### config.mk
export PLATFORM = sky130hd
export DESIGN_NAME = loc_catalog
export DESIGN_NICKNAME = d
export VERILOG_FILES = /design/src/rtl/loc_catalog_pkg.sv /design/src/rtl/loc_vec_enc.sv /design/src/rtl/loc_vec_dec.sv /design/src/rtl/loc_cat_store.sv /design/src/rtl/loc_catalog.sv
export SDC_FILE = /design/constraint.sdc
export NUM_CORES = 1
export LEC_CHECK = 0
export ABC_AREA = 1
export BUFFER_PORTS_ARGS = -buffer_cell sky130_fd_sc_hd__clkbuf_2
export CORE_AREA = 2 2 169 171
export DETAILED_ROUTE_END_ITERATION = 7
export DIE_AREA = 0 0 171 173
export HOLD_SLACK_MARGIN = 0.05
export PLACE_DENSITY = 0.66
export SETUP_SLACK_MARGIN = 0.4
export SYNTH_ARGS = -nofsm -noshare
export SYNTH_HDL_FRONTEND = slang
export SYNTH_SLANG_ARGS = --single-unit
### constraint.sdc
create_clock -name clk -period 7.4 [get_ports clk]
set_input_delay 0.74 -clock clk [delete_from_list [all_inputs] [get_ports clk]]
set_output_delay 0.74 -clock clk [all_outputs]
set_load 0.02 [all_outputs]
### src/rtl/loc_catalog_pkg.sv
`timescale 1ns/1ps
package loc_catalog_pkg;
   // Vector number of a location; 0 is reserved for "not located".
   function automatic int unsigned loc_vector(input int unsigned shelf,
                                              input int unsigned rack,
                                              input int unsigned racks);
      return (shelf - 1) * racks + rack;
   endfunction

   // Bits needed to hold values 0..n.
   function automatic int unsigned bits_for(input int unsigned n);
      return (n < 2) ? 1 : $clog2(n + 1);
   endfunction
endpackage

### src/rtl/loc_vec_enc.sv
`timescale 1ns/1ps
module loc_vec_enc
   import loc_catalog_pkg::*;
#(
   parameter int unsigned SHELVES = 3,
   parameter int unsigned RACKS   = 3,
   parameter int unsigned SH_W    = 2,
   parameter int unsigned RK_W    = 2,
   parameter int unsigned VEC_W   = 4
) (
   input  logic [SH_W-1:0]  shelf_in,
   input  logic [RK_W-1:0]  rack_in,
   output logic             loc_ok,
   output logic [VEC_W-1:0] vec_out
);
   always_comb begin
      loc_ok  = (int'(shelf_in) >= 1) && (int'(shelf_in) <= int'(SHELVES)) &&
                (int'(rack_in)  >= 1) && (int'(rack_in)  <= int'(RACKS));
      vec_out = '0;
      if (loc_ok)
         vec_out = VEC_W'(loc_vector(int'(shelf_in), int'(rack_in), RACKS));
   end
endmodule

### src/rtl/loc_vec_dec.sv
`timescale 1ns/1ps
module loc_vec_dec
   import loc_catalog_pkg::*;
#(
   parameter int unsigned        SHELVES = 3,
   parameter int unsigned        RACKS   = 3,
   parameter int unsigned        SH_W    = 2,
   parameter int unsigned        RK_W    = 2,
   parameter int unsigned        VEC_W   = 4,
   parameter int unsigned        ADDR_W  = 32,
   parameter int unsigned        SLOT_LG = 2,
   parameter logic [ADDR_W-1:0]  BASE    = 32'hFFF0_0000
) (
   input  logic [VEC_W-1:0]  vec_in,
   output logic [SH_W-1:0]   shelf_out,
   output logic [RK_W-1:0]   rack_out,
   output logic [ADDR_W-1:0] addr_out
);
   always_comb begin
      shelf_out = '0;
      rack_out  = '0;
      for (int s = 1; s <= int'(SHELVES); s++) begin
         for (int r = 1; r <= int'(RACKS); r++) begin
            if (vec_in == VEC_W'(loc_vector(s, r, RACKS))) begin
               shelf_out = SH_W'(s);
               rack_out  = RK_W'(r);
            end
         end
      end
   end

   // A slot size of one byte needs no shift; otherwise shift by the slot width.
   generate
      if (SLOT_LG == 0) begin : g_byte_slots
         assign addr_out = BASE + ADDR_W'(vec_in);
      end else begin : g_wide_slots
         assign addr_out = BASE + (ADDR_W'(vec_in) << SLOT_LG);
      end
   endgenerate
endmodule

### src/rtl/loc_cat_store.sv
`timescale 1ns/1ps
module loc_cat_store #(
   parameter int unsigned DEPTH = 16,
   parameter int unsigned KEY_W = 8,
   parameter int unsigned VEC_W = 4
) (
   input  logic             clk,
   input  logic             rst_n,
   input  logic             wr_en,
   input  logic [KEY_W-1:0] wr_key,
   input  logic [VEC_W-1:0] wr_vec,
   input  logic             wr_loc_ok,
   input  logic [KEY_W-1:0] q_key,
   output logic             wr_accept,
   output logic             q_hit,
   output logic [VEC_W-1:0] q_vec
);
   localparam int unsigned IDX_W = (DEPTH < 2) ? 1 : $clog2(DEPTH);

   logic [DEPTH-1:0] valid_q;
   logic [KEY_W-1:0] key_q [DEPTH];
   logic [VEC_W-1:0] vec_q [DEPTH];

   logic [DEPTH-1:0] wr_match;
   logic [DEPTH-1:0] q_match;
   logic [IDX_W-1:0] free_idx;
   logic             any_free;
   logic             wr_hit;
   logic             bypass;
   logic [VEC_W-1:0] stored_vec;

   generate
      for (genvar i = 0; i < DEPTH; i++) begin : g_entry
         assign wr_match[i] = valid_q[i] && (key_q[i] == wr_key);
         assign q_match[i]  = valid_q[i] && (key_q[i] == q_key);

         always_ff @(posedge clk) begin
            if (!rst_n) begin
               valid_q[i] <= 1'b0;
               key_q[i]   <= '0;
               vec_q[i]   <= '0;
            end else if (wr_accept &&
                         (wr_match[i] || (!wr_hit && free_idx == IDX_W'(i)))) begin
               valid_q[i] <= 1'b1;
               key_q[i]   <= wr_key;
               vec_q[i]   <= wr_vec;
            end
         end
      end
   endgenerate

   // Lowest free entry: scan downward so the smallest index wins.
   always_comb begin
      free_idx = '0;
      for (int i = int'(DEPTH) - 1; i >= 0; i--) begin
         if (!valid_q[i]) free_idx = IDX_W'(i);
      end
   end

   always_comb begin
      stored_vec = '0;
      for (int i = 0; i < int'(DEPTH); i++) begin
         if (q_match[i]) stored_vec = stored_vec | vec_q[i];
      end
   end

   assign any_free  = ~&valid_q;
   assign wr_hit    = |wr_match;
   assign wr_accept = wr_en && wr_loc_ok && (wr_hit || any_free);
   assign bypass    = wr_accept && (wr_key == q_key);
   assign q_hit     = bypass || (|q_match);
   assign q_vec     = bypass ? wr_vec : stored_vec;
endmodule

### src/rtl/loc_catalog.sv
`timescale 1ns/1ps
module loc_catalog
   import loc_catalog_pkg::*;
#(
   parameter int unsigned       SHELVES = 3,
   parameter int unsigned       RACKS   = 3,
   parameter int unsigned       DEPTH   = 16,
   parameter int unsigned       KEY_W   = 8,
   parameter int unsigned       ADDR_W  = 32,
   parameter int unsigned       SLOT_LG = 2,
   parameter logic [ADDR_W-1:0] BASE    = 32'hFFF0_0000,
   localparam int unsigned      SH_W    = bits_for(SHELVES),
   localparam int unsigned      RK_W    = bits_for(RACKS)
) (
   input  logic              clk,
   input  logic              rst_n,
   input  logic              wr_en,
   input  logic [KEY_W-1:0]  wr_key,
   input  logic [SH_W-1:0]   wr_shelf,
   input  logic [RK_W-1:0]   wr_rack,
   input  logic              q_en,
   input  logic [KEY_W-1:0]  q_key,
   output logic              done,
   output logic              not_found,
   output logic [SH_W-1:0]   shelf_o,
   output logic [RK_W-1:0]   rack_o,
   output logic [ADDR_W-1:0] addr_o,
   output logic              wr_reject
);
   localparam int unsigned VEC_W = bits_for(SHELVES * RACKS);

   generate
      if (SHELVES < 1 || RACKS < 1) begin : g_bad_layout
         $error("loc_catalog: layout needs at least one shelf and one rack");
      end
      if (DEPTH < 2) begin : g_bad_depth
         $error("loc_catalog: DEPTH must be at least 2");
      end
      if (VEC_W + SLOT_LG > ADDR_W) begin : g_bad_addr
         $error("loc_catalog: table offset does not fit in ADDR_W");
      end
   endgenerate

   logic             loc_ok;
   logic [VEC_W-1:0] wr_vec;
   logic             wr_accept;
   logic             q_hit;
   logic [VEC_W-1:0] q_vec;
   logic [SH_W-1:0]  dec_shelf;
   logic [RK_W-1:0]  dec_rack;
   logic [ADDR_W-1:0] dec_addr;

   loc_vec_enc #(.SHELVES(SHELVES), .RACKS(RACKS), .SH_W(SH_W), .RK_W(RK_W),
                 .VEC_W(VEC_W)) u_enc (
      .shelf_in(wr_shelf), .rack_in(wr_rack), .loc_ok(loc_ok), .vec_out(wr_vec));

   loc_cat_store #(.DEPTH(DEPTH), .KEY_W(KEY_W), .VEC_W(VEC_W)) u_store (
      .clk(clk), .rst_n(rst_n), .wr_en(wr_en), .wr_key(wr_key), .wr_vec(wr_vec),
      .wr_loc_ok(loc_ok), .q_key(q_key), .wr_accept(wr_accept),
      .q_hit(q_hit), .q_vec(q_vec));

   loc_vec_dec #(.SHELVES(SHELVES), .RACKS(RACKS), .SH_W(SH_W), .RK_W(RK_W),
                 .VEC_W(VEC_W), .ADDR_W(ADDR_W), .SLOT_LG(SLOT_LG),
                 .BASE(BASE)) u_dec (
      .vec_in(q_vec), .shelf_out(dec_shelf), .rack_out(dec_rack),
      .addr_out(dec_addr));

   always_ff @(posedge clk) begin
      if (!rst_n) begin
         done      <= 1'b0;
         not_found <= 1'b0;
         shelf_o   <= '0;
         rack_o    <= '0;
         addr_o    <= '0;
         wr_reject <= 1'b0;
      end else begin
         done      <= q_en;
         wr_reject <= wr_en && !wr_accept;
         if (q_en) begin
            not_found <= !q_hit;
            shelf_o   <= q_hit ? dec_shelf : '0;
            rack_o    <= q_hit ? dec_rack  : '0;
            addr_o    <= q_hit ? dec_addr  : '0;
         end
      end
   end
endmodule

==> run_results.csv <==
group,metric,value,unit
run_status,outcome,"complete, no violations",
yosys,netlist_instances,1735,
place,place_ws,2.722,ns
route,drc,0,
yosys,ys_seq_area_frac,0.4625,
timing,hold_violations,0,
timing,timing.hold.ws,0.4700,ns
min_path,hold_class,"register to register",
finish,fillers,2658,
floorplan,core_area,0.02763,sq mm
setup_path,rr_startpoint,"u_store.key_q[1][1]",
route,first_pass_iters,5,
timing,fin_skew,0.01922,ns
clock_tree,clk_pin_slew,0.06,ns
yosys,synthMuxAreaShare,0,
pwr,vdd_ir_drop_max,0.1157,mV
clock_tree,h-tree-depth,1,
min_path,min_path_cells,2,
setup_path,reg2reg_depth,14,
pwr,p_per_area,212.8,mW/mm^2
timing,drv_slew,0,
floorplan,die_x,171,microns
timing,relSlewSlack,0.2183,
setup_path,cp.required,7.76,ns
min_path,hp-start,"shelf_o[1]",
route,vias_per_cell,5.730,
grt,grt_pass1_vias,11211,
setup_path,critPathMaxFanout,33,
yosys,synth-simple-area-share,0.3151,
finish,finalNetCount,1744,
clock_tree,cts-root-buf,"clkbuf_16",
clock_tree,clock_latency,0.54,ns
finish,final_cell_mix,"nand2_1, nor2_1, edfxtp_1",
route,routed_wl,45400,microns
route,vias,12096,
place,dpl.hpwl,29630,microns
grt,antenna_found_initial,0,
finish,drive_above_1_share,0.1183,
clock_tree,holdBufCountCts,0,
clock_tree,cts_buffer_depth,3,
setup_path,arrival,4.66,ns
floorplan,dieArea,0.02958,sq mm
finish,diodes,0,
timing,period_share,0.5805,
timing,finalSetupViolCount,0,
clock_tree,cts_tree,"built",
timing,max_freq,0.2328,GHz
pwr,power.leakage,0.006014,uW
route,drt-initial-drc-count,1538,
yosys,yosys.area_share.xor_xnor,0.04482,
yosys,synthAdderAreaFrac,0.005122,
yosys,ys_types,47,
floorplan,initial_core_util,0.4951,
run,cap_violations,0,
timing,setup_tns,0,ns
finish,area_growth,6.604,%
finish,seq_area,0.006326,sq mm
clock_tree,cts_setup_buffers,0,
yosys,synth.avg_cell_area,7.884,sq um
floorplan,die_h,173,microns
grt,grt_use_total,0.3057,
route,ant_nets,0,
grt,grt_max_degree,37,
setup_path,critPathKind,"input port to register",
grt,grt-ovfl-total,0,
floorplan,rows,61,
finish,postLayoutCellArea,0.01458,sq mm
yosys,synth_area,0.01368,sq mm
place,placedInstanceArea,0.01369,sq mm
timing,rsz0062_at_grt,"false",
finish,utilization,0.5278,
clock_tree,cts.sinks,220,
route,avgRoutedWirePerCell,21.51,microns
finish,multiInputGateArea,0.006045,sq mm
setup_path,crit_start,"wr_key[0]",
setup_path,start_kind,"input port",
place,place_congestion,0.9937,
clock_tree,cts_resized,0,
timing,fin_crit,4.296,ns
place,io_buffers,46,
timing,worst_slew_pin_slew,1.171,ns
finish,final_common_cell,"nand2_1",
yosys,synth_warnings,0,
grt,grt_pass1_wl,67420,microns
timing,setup_slack,3.104,ns
yosys,ys_seq_elements,220,
floorplan,ios,63,
yosys,synth_compound_area_frac,0.07244,
setup_path,end_kind,"register",
yosys,synth_top_family_by_area,"simple AND/OR/NAND/NOR gates",
clock_tree,cts_inserted_buffers,24,
setup_path,ff2ff_setup_slack,4.19,ns
-- synthesized netlist by cell type, drive strengths merged --
master	count	share of area
edfxtp	192	0.42
nand4	27	0.012
a211oi	1	0.00055
nor3b	1	0.00055
xor2	35	0.022
xnor2	35	0.022
conb	1	0.00027
or2	7	0.0032
clkbuf	17	0.0047
clkinv	4	0.0011
and2	3	0.0016
dfxtp	28	0.041
inv	148	0.041
nor4	1	0.00091
a2111oi	1	0.00064
fa	1	0.0015
a31oi	2	0.00091
nand2	449	0.12
a31o	1	0.00064
o22ai	28	0.014
a21oi	32	0.012
o221ai	6	0.0038
nor3	17	0.0070
nand3b	1	0.00055
ha	4	0.0037
o21ai	88	0.033
o211ai	4	0.0022
o21bai	7	0.0044
nand3	120	0.049
nor2	377	0.12
buf	96	0.053
o311ai	1	0.00064
-- cell type report --
type	instances	share of cell area
clock buffer	34	0.04865
tap	378	0.03243
sequential	220	0.4338
multi-input combinational	1265	0.4145
clock inverter	10	0.01227
inverter	152	0.03947
timing repair buffer	52	0.01888
-- final timing paths --
check | endpoint
min | shelf_o[1]
max reg2reg | u_store.vec_q[0][24]
max | u_store.vec_q[0][24]
min reg2reg | shelf_o[1]
-- cells by family after synthesis --
family / count (synthesis)
simple gates: 1003
xor+xnor: 70
fa+ha+maj: 5
other cells: 1
buf+inv: 265
flops: 220
compound gates: 171
-- worst max-delay path, cell delays in order --
cell,delay (ns)
clkbuf_2,0.41
inv_2,0.83
o21ai_0,0.24
nor2_1,0.17
nand3_1,0.08
nor2_1,0.30
nor2_1,0.07
nand2_1,0.09
nor2_2,0.05
nand3_2,0.16
nand2_1,0.09
inv_2,0.60
nand3_1,0.53
nor2_1,0.25
-- routing by layer --
| metal | wire length, microns | track usage | up-vias |
|---|---|---|---|
| met3 | 4912 | 0.03685 | 131 |
| met4 | 1663 | 0.1035 | 0 |
| li1 | - | - | 5535 |
| met2 | 20630 | 0.4914 | 751 |
| met5 | 0 | 0 | - |
| met1 | 18200 | 0.4282 | 5679 |
-- power breakdown --
group	switching, uW	internal, uW	total [uW]
Combinational	257	77.0	334
Sequential	33.0	1390	1420
Clock	504	840	1340
Total	795	2310	3100
-- metrics by stage --
stage	total power [uW]	std cells
floorplan	1675	1750
global placement	1768	2067
detailed placement	1773	2067
CTS	3091	2111
global route	3179	2111
finish	3103	2111
-- sequential cells by signal, indices dropped and copies added (netlist names) --
| name | cells |
|---|---|
| not_found | 1 |
| addr_o | 5 |
| wr_reject | 1 |
| u_store.vec_q | 64 |
| rack_o | 2 |
| u_store.key_q | 128 |
| done | 1 |
| shelf_o | 2 |
| u_store.valid_q | 16 |
Note: power is estimated with default switching activity, not from simulation.
